===== src/rtl/trap_pkg.sv =====
package trap_pkg;
  localparam int unsigned XLEN       = 32;
  localparam int unsigned KIND_W     = 1;
  localparam int unsigned PC_STEP    = 4;
  localparam logic [XLEN-1:0] TRAP_VECTOR = 32'h8000_0180;

  typedef enum logic [KIND_W-1:0] {
    KIND_UNDEF_INSN = 1'b0,
    KIND_OVERFLOW   = 1'b1
  } trap_kind_e;

  typedef enum logic [1:0] {
    SRC_SEQ    = 2'd0,
    SRC_VECTOR = 2'd1,
    SRC_SAVED  = 2'd2
  } pc_src_e;
endpackage


===== src/rtl/trap_cause_enc.sv =====
module trap_cause_enc
  import trap_pkg::*;
#(
  parameter int unsigned W      = XLEN,
  parameter int unsigned SEL_W  = KIND_W
) (
  input  logic [SEL_W-1:0] kind,
  output logic [W-1:0]     code
);
  localparam int unsigned PAD = W - SEL_W;

  generate
    if (PAD > 0) begin : g_pad
      assign code = {{PAD{1'b0}}, kind};
    end else begin : g_nopad
      assign code = kind[W-1:0];
    end
  endgenerate
endmodule


===== src/rtl/trap_state_regs.sv =====
module trap_state_regs
  import trap_pkg::*;
#(
  parameter int unsigned W    = XLEN,
  parameter int unsigned STEP = PC_STEP
) (
  input  logic         clk,
  input  logic         rst_n,
  input  logic         epc_we,
  input  logic         cause_we,
  input  logic [W-1:0] pc_in,
  input  logic [W-1:0] code_in,
  output logic [W-1:0] epc,
  output logic [W-1:0] cause
);
  localparam logic [W-1:0] STEP_V = W'(STEP);

  logic [W-1:0] fault_pc;
  assign fault_pc = pc_in - STEP_V;

  always_ff @(posedge clk or negedge rst_n) begin
    if (!rst_n) begin
      epc <= '0;
    end else if (epc_we) begin
      epc <= fault_pc;
    end
  end

  always_ff @(posedge clk or negedge rst_n) begin
    if (!rst_n) begin
      cause <= '0;
    end else if (cause_we) begin
      cause <= code_in;
    end
  end


  regs_hold_chk: assert property (@(posedge clk) disable iff (!rst_n)
    (!epc_we && !cause_we) |=> ($stable(epc) && $stable(cause)));
endmodule


===== src/rtl/trap_pc_mux.sv =====
module trap_pc_mux
  import trap_pkg::*;
#(
  parameter int unsigned W = XLEN,
  parameter logic [W-1:0] VECTOR = TRAP_VECTOR
) (
  input  pc_src_e      src,
  input  logic [W-1:0] seq_pc,
  input  logic [W-1:0] saved_pc,
  output logic [W-1:0] pc_out
);
  always_comb begin
    unique case (src)
      SRC_VECTOR: pc_out = VECTOR;
      SRC_SAVED:  pc_out = saved_pc;
      default:    pc_out = seq_pc;
    endcase
  end
endmodule


===== src/rtl/trap_redirect_unit.sv =====
module trap_redirect_unit
  import trap_pkg::*;
(
  input  logic            clk,
  input  logic            rst_n,
  input  logic [XLEN-1:0] cur_pc,
  input  logic [XLEN-1:0] seq_pc,
  input  logic            trap_req,
  input  logic [KIND_W-1:0] trap_kind,
  input  logic            eret_req,
  output logic [XLEN-1:0] pc_next,
  output logic [XLEN-1:0] epc_q,
  output logic [XLEN-1:0] cause_q
);
  pc_src_e         src;
  logic            epc_we;
  logic            cause_we;
  logic [XLEN-1:0] code;

  // exception outranks return, return outranks sequential
  always_comb begin
    if (trap_req)      src = SRC_VECTOR;
    else if (eret_req) src = SRC_SAVED;
    else               src = SRC_SEQ;
  end

  assign epc_we   = trap_req;
  assign cause_we = trap_req;

  trap_cause_enc #(.W(XLEN), .SEL_W(KIND_W)) u_enc (
    .kind (trap_kind),
    .code (code)
  );

  trap_state_regs #(.W(XLEN), .STEP(PC_STEP)) u_regs (
    .clk      (clk),
    .rst_n    (rst_n),
    .epc_we   (epc_we),
    .cause_we (cause_we),
    .pc_in    (cur_pc),
    .code_in  (code),
    .epc      (epc_q),
    .cause    (cause_q)
  );

  trap_pc_mux #(.W(XLEN), .VECTOR(TRAP_VECTOR)) u_mux (
    .src      (src),
    .seq_pc   (seq_pc),
    .saved_pc (epc_q),
    .pc_out   (pc_next)
  );


  vector_on_trap_chk: assert property (@(posedge clk) disable iff (!rst_n)
    trap_req |-> (pc_next == TRAP_VECTOR));


  epc_capture_chk: assert property (@(posedge clk) disable iff (!rst_n)
    trap_req |=> (epc_q == $past(cur_pc) - XLEN'(PC_STEP)));


  cause_capture_chk: assert property (@(posedge clk) disable iff (!rst_n)
    trap_req |=> (cause_q == XLEN'($past(trap_kind))));


  return_pc_chk: assert property (@(posedge clk) disable iff (!rst_n)
    (eret_req && !trap_req) |-> (pc_next == epc_q));


  seq_pass_chk: assert property (@(posedge clk) disable iff (!rst_n)
    (!eret_req && !trap_req) |-> (pc_next == seq_pc));
endmodule


===== config.mk =====
export PLATFORM = sky130hd
export DESIGN_NAME = trap_redirect_unit
export DESIGN_NICKNAME = d
export VERILOG_FILES = /design/src/rtl/trap_pkg.sv /design/src/rtl/trap_cause_enc.sv /design/src/rtl/trap_state_regs.sv /design/src/rtl/trap_pc_mux.sv /design/src/rtl/trap_redirect_unit.sv
export SDC_FILE = /design/constraint.sdc
export NUM_CORES = 1
export LEC_CHECK = 0
export ABC_AREA = 1
export CAP_MARGIN = 20
export CORE_ASPECT_RATIO = 1.25
export CORE_MARGIN = 1.5
export CORE_UTILIZATION = 38
export DETAILED_ROUTE_END_ITERATION = 6
export GPL_ROUTABILITY_DRIVEN = 0
export GPL_TIMING_DRIVEN = 0
export PLACE_DENSITY = 0.83
export SETUP_SLACK_MARGIN = 0.5
export SYNTH_ARGS = -nofsm -noshare
export SYNTH_HDL_FRONTEND = slang
export SYNTH_SLANG_ARGS = --single-unit
export TNS_END_PERCENT = 20

===== constraint.sdc =====
create_clock -name clk -period 1.35 [get_ports clk]
set_input_delay 0.27 -clock clk [delete_from_list [all_inputs] [get_ports clk]]
set_output_delay 0.27 -clock clk [all_outputs]
set_load 0.1 [all_outputs]

==> reports/results.txt, run 1 <==
area of all sequential standard cells = 886 µm²
number of routed nets with antenna violations = 0
average cell area after synthesis = 6.64 µm²
Met3 Routed Length = 1450 µm
effective utilization at floorplan = 39.8%
Max Clock Freq = 690 MHz
register area share after synthesis = 31.2%
Cell Count, Final, Fillers Out = 685
transition time at the pin with the least slew margin = 781 ps
number of vias after detailed routing = 3911
violations in the final reports = setup timing
max-capacitance violation count = 0
result of the run = complete, but fails checks
area share of the largest cell type after synthesis = 31.2%
CP Capture Type = output port
leading post-synthesis cells by cell area = dfrtp_1 (31%), nand2_1 (17%), buf_4 (9.1%)
library cell contributing the largest single delay on the critical path = dfrtp_2
number of placement rows = 33
sum of overflow across all layers after global routing = 0
share of layout cells above drive strength 1 = 63.0%
fin crit share = 107%
total global routing track utilization = 31.5%
count of flip-flops with a built-in enable after synthesis = 0
final non-filler cell area = 0.00585 mm²
combined area of all synthesized cells = 0.00264 mm²
H-tree level count = 2
worst-case vdd ir drop = 0.671 mV
post-layout net count = 667
Gate Count Post-Synth = 398
Horiz. Die Dim = 77.6 µm
worst-case clock buffer depth = 2
TritonCTS Buffers = 5
commonest cells in the netlist = nand2_1 (117), nor2_1 (49), inv_1 (35)
buffer cell driving the clock tree root = clkbuf_8
power per standard cell area = 918 mW/mm²
count of input and output buffers = 132
WS Path Type = register to output port
Placed Area = 0.00455 mm²
Layout Skew = 0 ps
number of global-route vias before repair = 3706
final routed wire length divided by cell count = 21.9 µm
critical path startpoint category = register
# setup viols final = 31
required time worst endpoint = 1080 ps
final slew viol count = 0
Data arrival, critical path = 1180 ps
number of search-and-repair iterations in the first detailed-routing pass = 5
maximum fanout count along the critical path = 3
antenna cells = 0
fillcell total = 281
leading cell type by number of instances after synthesis = nand2_1
Detail Placement HPWL = 7480 µm
reported leakage power = 0.00278 µW
dominant delay contributor by cell family on the critical path = flip-flops
Inst Count DP = 647
number of hold violations in the final report = 0
count of synthesis-stage warnings from yosys = 0
number of storage elements in the synthesis netlist = 33
post-layout min period = 1450 ps
Std-Cell Core Area = 0.00665 mm²
number of library cell types mapped by synthesis = 28
clock network latency to the later pin of the worst-skew pair = 290 ps
total DRC errors in the routed layout = 0
pin count of the biggest net entering global routing = 34
Total Routed Length = 15000 µm
area taken by multi-input logic gates = 0.00232 mm²
wl on met1 = 4860 µm
setup repair after global routing missed its margin = true
vias per inst = 5.71
Main synth FF type = dfrtp_1
worst-case headroom to the max-slew limit = 48.0%
overall die area = 0.00747 mm²
worst path buffer plus inverter count = 1
chip height = 96.3 µm
DR WL met2 = 7410 µm
setup total negative slack = -1770 ps
initial antenna violation count = 0
cells traversed along the worst timing path = a22o_2 > buf_12
Starting DRT DRC Count = 318
clock tree from TritonCTS = built
Layout Area Growth over Synthesis = 121%
async set-reset flop share out of synthesis = 100%
global-route wire length before repair = 18300 µm
CTS clock-pin slew for the worst setup and hold paths = 90 ps
type of the worst min-delay path = input port to async pin
Top-Level Pins = 165
top routing layer in use = met4
delay of the slowest critical-path stage = 430 ps
post-synth top area cell = dfrtp_1
PnR worst setup slack = -99.1 ps
Clock Sink Count = 33
-- metrics by stage --
stage          setup WS, ps  total power, µW  util, %  hold slack, ps
6_report              -99.1             5370     88.1            29.4
5_1_grt                -115             5460     88.1            83.4
4_1_cts               -50.7             4980     80.1            64.7
3_5_place_dp          -1700             3940     68.5             375
3_3_place_gp          -1690             3920     68.6             459
2_1_floorplan          -217             3270        -           -25.6
-- path summary, 6_finish.rpt --
check	start	end	slack [ps]	depth (start not counted)
min	rst_n	u_regs.epc[5]	30	1
max in group asynchronous	rst_n	u_regs.epc[17]	720	1
min in group clk	cur_pc[2]	u_regs.epc[2]	170	2
min reg2reg	u_regs.epc[20]	u_regs.epc[20]	530	2
max reg2reg	u_regs.epc[14]	u_regs.epc[14]	370	3
max	u_regs.epc[13]	pc_next[13]	-100	2
-- what timing repair did --
action | in CTS | in global routing
cloned | 0 | 0
setup buffers | 10 | 20
pin swaps | 65 | 93
setup endpoints to repair | 95 | 95
hold buffers | 0 | 0
gates resized for setup | 686 | 166
endpoints found under the hold margin | 0 | 0
-- state kept, by name (all words and copies together), names as in the netlist --
name / flops
u_regs.cause: 1
u_regs.epc: 32
-- cell usage in the layout (no fill, tap or decap), drive strengths merged, types with 2 or more instances in the layout --
cell type	count
xor2	3
dfrtp	33
a31oi	3
conb	31
xnor2	2
dlygate4sd2	12
clkdlybuf4s50	19
dlymetal6s2s	7
clkinv	2
buf	151
o21ai	29
o21bai	4
a21oi	5
inv	38
nand4	4
clkbuf	22
nand3	24
nor2	61
o22a	2
nand2	123
a22o	18
-- worst register-to-register path: stages, from the launching register on --
cell     delay (ps)
dfrtp_2         430
buf_4           150
nor2_1          190
a31oi_1          90
-- logic make-up after synthesis --
logic type / count (synthesis) / synth area share, %
AO/OA/AOI/OAI: 62 / 15.1
flip-flops: 33 / 31.2
buffers and inverters: 81 / 16.4
adder cells (fa/ha/maj): 1 / 0.473
XOR/XNOR: 5 / 1.66
other: 1 / 0.142
AND/OR/NAND/NOR: 215 / 35.0
-- where the power goes --
part	switching (µW)	internal [µW]
registers	113	1110
clock network	445	359
logic	2310	1040
total	2870	2500
-- metal layers --
metal  up-vias  global-route usage (%)
li1       1617                       -
met4         0                    20.0
met2       369                    58.0
met3       117                    6.73
met5         -                       0
met1      1808                    32.4
-- cell type report --
cell class	count	area share, %
tap	87	1.86
clock inverter	2	0.171
clock buffer	6	1.24
timing repair buffer	162	33.1
inverter	38	2.86
multi-input combinational	314	39.7
sequential	33	15.1
buffer	43	5.94
(Power assumes the default switching activity.)
==> run 2: changes to the inputs <==
--- a/config.mk
+++ b/config.mk
@@ -5,15 +5,14 @@
 export SDC_FILE = /design/constraint.sdc
 export NUM_CORES = 1
 export LEC_CHECK = 0
-export ABC_AREA = 1
 export CAP_MARGIN = 20
 export CORE_ASPECT_RATIO = 1.25
 export CORE_MARGIN = 1.5
-export CORE_UTILIZATION = 38
+export CORE_UTILIZATION = 37
 export DETAILED_ROUTE_END_ITERATION = 6
 export GPL_ROUTABILITY_DRIVEN = 0
 export GPL_TIMING_DRIVEN = 0
-export PLACE_DENSITY = 0.83
+export PLACE_DENSITY = 0.82
 export SETUP_SLACK_MARGIN = 0.5
 export SYNTH_ARGS = -nofsm -noshare
 export SYNTH_HDL_FRONTEND = slang
==> reports/results.txt, run 2 <==
number of placement rows = 33
most used cells in the layout excluding fill and tap cells = buf_4 (71), clkdlybuf4s50_1 (39), buf_12 (38)
maximum fanout count along the critical path = 4
worst-case headroom to the max-slew limit = 44.4%
Layout Area Growth over Synthesis = 122%
required time worst endpoint = 1570 ps
number of storage elements in the synthesis netlist = 33
Std-Cell Core Area = 0.00652 mm²
antenna cells = 0
area share of the largest cell type after synthesis = 33.1%
Starting DRT DRC Count = 338
critical path startpoint category = input port
Top-Level Pins = 165
number of hold violations in the final report = 0
async set-reset flop share out of synthesis = 100%
final core utilization = 85.0%
worst path buffer plus inverter count = 2
Total Routed Length = 13500 µm
fin crit share = 143%
Detail Placement HPWL = 7440 µm
Layout Skew = 0 ps
Main synth FF type = dfrtp_1
power per standard cell area = 981 mW/mm²
CP Capture Type = register
initial antenna violation count = 0
overall die area = 0.00725 mm²
total DRC errors in the routed layout = 0
type of the worst min-delay path = input port to async pin
Overall Power = 5440 µW
chip height = 94.8 µm
post-layout min period = 1930 ps
clock tree from TritonCTS = built
post-synth top area cell = dfrtp_1
leading cell type by number of instances after synthesis = nor2_1
Gate Count Post-Synth = 302
flip-flop count of the largest register, all copies and words added = 32
vias per inst = 5.91
reported leakage power = 0.00223 µW
number of global-route vias before repair = 3334
violations in the final reports = setup timing
Max Clock Freq = 518 MHz
count of input and output buffers = 132
setup total negative slack = -13650 ps
number of library cell types mapped by synthesis = 33
result of the run = complete, but fails checks
worst reg2reg startpoint = u_regs.epc[31]
Clock Sink Count = 33
CTS clock-pin slew for the worst setup and hold paths = 80 ps
leading cell type in the layout, fill and taps excluded = buf_4
PnR worst setup slack = -582 ps
number of vias after detailed routing = 3405
max-capacitance violation count = 0
setup repair after global routing missed its margin = true
pin count of the biggest net entering global routing = 34
global-route wire length before repair = 18600 µm
WS Path Type = input port to register
sum of overflow across all layers after global routing = 0
top flop regs = u_regs.epc (32), u_regs.cause (1)
delay of the slowest critical-path stage = 720 ps
Inst Count DP = 551
clock network latency to the later pin of the worst-skew pair = 300 ps
dominant delay contributor by cell family on the critical path = simple AND/OR/NAND/NOR gates
register area share after synthesis = 33.1%
final routed wire length divided by cell count = 23.4 µm
TritonCTS Buffers = 5
Data arrival, critical path = 2150 ps
worst-case clock buffer depth = 2
total global routing track utilization = 33.4%
average cell area after synthesis = 8.27 µm²
number of search-and-repair iterations in the first detailed-routing pass = 5
buffer cell driving the clock tree root = clkbuf_8
commonest cells in the netlist = nor2_1 (62), dfrtp_1 (33), mux2i_1 (32)
number of routed nets with antenna violations = 0
count of flip-flops with a built-in enable after synthesis = 0
post-layout net count = 558
H-tree level count = 2
transition time at the pin with the least slew margin = 827 ps
# setup viols final = 60
leading post-synthesis cells by cell area = dfrtp_1 (33%), mux2i_1 (13%), buf_4 (9.3%)
share of layout cells above drive strength 1 = 53.6%
effective utilization at floorplan = 38.3%
count of synthesis-stage warnings from yosys = 0
library cell contributing the largest single delay on the critical path = nor4_1
cells traversed along the worst timing path = buf_6 > nor4_1 > nand4_1 > buf_4 > or3_1 > a31oi_1
Horiz. Die Dim = 76.5 µm
combined area of all synthesized cells = 0.00250 mm²
Critical path origin = cur_pc[9]
final slew viol count = 0
register with the highest flop count = u_regs.epc
worst-case vdd ir drop = 0.564 mV
Cell Count, Final, Fillers Out = 576
## run 2: final cells by class
class | count | area [µm²]
plain buffers | 47 | 482
inverters | 3 | 15.0
well taps | 87 | 109
clock buffers | 8 | 90.1
multi-input cells | 249 | 2210
repair buffers | 149 | 1750
flip-flops and latches | 33 | 886
fillers | 340 | 980
## run 2: cells by family (layout without fill, tap and decap cells)
| logic type | count (synthesis) | after routing | share of synthesized area (%) |
|---|---|---|---|
| compound gates | 45 | 45 | 11.1 |
| xor+xnor | 9 | 9 | 3.16 |
| fa+ha+maj | 1 | 1 | 0.501 |
| buf+inv | 50 | 207 | 12.2 |
| flops | 33 | 33 | 33.1 |
| mux | 36 | 36 | 14.6 |
| other cells | 1 | 31 | 0.150 |
| simple gates | 127 | 127 | 25.2 |
## run 2: repair_timing
item / CTS / global route
hold buffers: 0 / 0
setup endpoints to repair: 98 / 95
buffers inserted: 14 / 0
pin swaps: 41 / 26
gates cloned: 3 / 0
gates resized for setup: 622 / 42
## run 2: final timing paths
check                                   to  slack [ps]  depth (start not counted)
max                         u_regs.epc[18]        -580                          6
min                          u_regs.epc[9]          60                          1
max reg2reg                 u_regs.epc[31]         330                          3
min reg2reg                u_regs.cause[0]         580                          1
max in group asynchronous   u_regs.epc[22]         690                          1
min in group clk             u_regs.epc[5]         280                          3
## run 2: metal layers
layer  global-route usage (%)  vias to the layer above  wire [µm]
met5                        0                        -          0
li1                         -                     1403          -
met4                     15.0                        0        737
met2                     63.0                      269       7020
met1                     36.9                     1659       4590
met3                     5.60                       74       1120
## run 2: power by group
part           internal, µW  leakage (µW)  switching, µW
sequential             1110      0.000361            149
clock                   417     0.0000455            411
combinational          1040       0.00182           2310
## run 2: through the flow
| stage | hold WS [ps] | setup slack, ps | instance area, µm² |
|---|---|---|---|
| 2_1_floorplan | -25.6 | -673 | 3140 |
| 3_3_place_gp | 492 | -1490 | 4570 |
| 3_5_place_dp | 379 | -1520 | 4560 |
| 4_1_cts | 60.4 | -491 | 5390 |
| 5_1_grt | 112 | -661 | 5540 |
| 6_report | 55.4 | -582 | 5540 |
==> run 3: changes to the inputs <==
--- a/config.mk
+++ b/config.mk
@@ -13,6 +13,7 @@
 export GPL_ROUTABILITY_DRIVEN = 0
 export GPL_TIMING_DRIVEN = 0
 export PLACE_DENSITY = 0.82
+export REMOVE_ABC_BUFFERS = 1
 export SETUP_SLACK_MARGIN = 0.5
 export SYNTH_ARGS = -nofsm -noshare
 export SYNTH_HDL_FRONTEND = slang
==> constraint.sdc (replaced) <==
create_clock -name clk -period 1.84 [get_ports clk]
set_input_delay 0.368 -clock clk [delete_from_list [all_inputs] [get_ports clk]]
set_output_delay 0.368 -clock clk [all_outputs]
set_load 0.1 [all_outputs]
==> reports/results.txt, run 3 (synthesized netlist as in run 2, its figures left out) <==
number of search-and-repair iterations in the first detailed-routing pass = 4
result of the run = complete, but fails checks
area taken by multi-input logic gates = 0.00178 mm²
final routed wire length divided by cell count = 18.9 µm
total global routing track utilization = 26.3%
Data arrival, critical path = 2140 ps
number of placement rows = 33
number of vias after detailed routing = 3034
transition time at the pin with the least slew margin = 785 ps
required time worst endpoint = 2030 ps
flip-flop count of the largest register, all copies and words added = 32
fin crit share = 106%
worst-case clock buffer depth = 2
# setup viols final = 6
H-tree level count = 2
share of layout cells above drive strength 1 = 37.3%
Starting DRT DRC Count = 171
worst slack, placed = -1210 ps
global-route wire length before repair = 14900 µm
CTS clock-pin slew for the worst setup and hold paths = 70 ps
count of input and output buffers = 133
number of routed nets with antenna violations = 0
Layout Skew = 0 ps
leading cell type in the layout, fill and taps excluded = buf_6
Total Routed Length = 10600 µm
TritonCTS Buffers = 5
Cell Count, Final, Fillers Out = 561
PnR worst setup slack = -104 ps
sum of overflow across all layers after global routing = 0
CP Capture Type = register
fillcell total = 466
pin count of the biggest net entering global routing = 47
final core utilization = 73.6%
register with the highest flop count = u_regs.epc
clock network latency to the later pin of the worst-skew pair = 290 ps
buffer cell driving the clock tree root = clkbuf_8
total DRC errors in the routed layout = 0
worst-case headroom to the max-slew limit = 47.7%
post-layout min period = 1940 ps
setup repair after global routing missed its margin = true
number of global-route vias before repair = 2766
initial antenna violation count = 0
Horiz. Die Dim = 76.5 µm
critical path startpoint category = input port
met1 track utilization from global routing = 32.2%
met2 GRT Util = 47.9%
top flop regs = u_regs.epc (32), u_regs.cause (1)
violations in the final reports = setup timing
most used cells in the layout excluding fill and tap cells = buf_6 (66), nor2_1 (58), dlygate4sd2_1 (36)
number of buffers added to fix hold violations after cts = 0
Detail Placement HPWL = 5690 µm
antenna cells = 0
area of all sequential standard cells = 826 µm²
Clock Sink Count = 33
vias per inst = 5.41
Inst Count DP = 506
busiest layer in global routing = met2
number of hold violations in the final report = 0
Top-Level Pins = 165
maximum fanout count along the critical path = 8
reported leakage power = 0.00219 µW
worst-case vdd ir drop = 0.399 mV
type of the worst min-delay path = input port to async pin
Std-Cell Core Area = 0.00652 mm²
Layout Area Growth over Synthesis = 92.5%
WS Path Type = input port to register
clock tree from TritonCTS = built
effective utilization at floorplan = 38.3%
power per standard cell area = 750 mW/mm²
post-layout net count = 543
met3 usage = 5.22%
final slew viol count = 0
overall die area = 0.00725 mm²
chip height = 94.8 µm
max-capacitance violation count = 0
final hold slack = 159 ps
Max Clock Freq = 515 MHz
==> run 3: worst paths after layout <==
check	startpoint	to	slack (ps)	depth (start not counted)
min reg2reg	u_regs.cause[0]	u_regs.cause[0]	530	1
max in group asynchronous	rst_n	u_regs.epc[8]	1180	1
min in group clk	cur_pc[5]	u_regs.epc[5]	370	3
min	rst_n	u_regs.epc[9]	160	1
max	cur_pc[2]	u_regs.epc[11]	-100	7
max reg2reg	u_regs.epc[31]	u_regs.epc[31]	930	3
==> run 3: cell type report <==
| cell class | count | share of cell area (%) |
|---|---|---|
| clock buffer | 7 | 2.01 |
| clock inverter | 1 | 0.104 |
| tap | 87 | 2.27 |
| multi-input combinational | 251 | 37.1 |
| inverter | 3 | 0.365 |
| sequential | 33 | 17.2 |
| timing repair buffer | 179 | 41.0 |
==> run 3: critical path: stages <==
cell and delay [ps]:
buf_6 90, or4_4 560, or3_4 460, buf_4 180, buf_4 130, xor2_1 150
a21oi_1 200
==> run 3: where the power goes <==
| group | total [µW] | internal [µW] | switching, µW |
|---|---|---|---|
| Clock | 611 | 338 | 273 |
| Sequential | 876 | 794 | 82.1 |
| Combinational | 2120 | 565 | 1550 |
| Total | 3600 | 1700 | 1910 |
==> run 3: repair_timing <==
action,CTS,global route
buffers inserted,25,15
gates resized for setup,570,87
hold endpoints to repair,0,0
pin swaps,55,81
setup endpoints to repair,93,80
gates cloned,6,1
==> run 3: metrics by stage <==
stage | setup TNS, ps | area, µm² | power, µW
final | -373 | 4800 | 3600
after global routing | -728 | 4800 | 3710
after CTS | -206 | 4420 | 3480
after detailed placement | -49620 | 3760 | 2750
after global placement | -152180 | 3750 | 2740
after floorplan | -30450 | 2310 | 2220
==> run 3: metal layers <==
| layer | part of all wire, % | wire length [µm] |
|---|---|---|
| met3 | 7.4 | 789 |
| met5 | 0 | 0 |
| met1 | 38 | 4010 |
| met2 | 53 | 5630 |
| met4 | 1.7 | 182 |
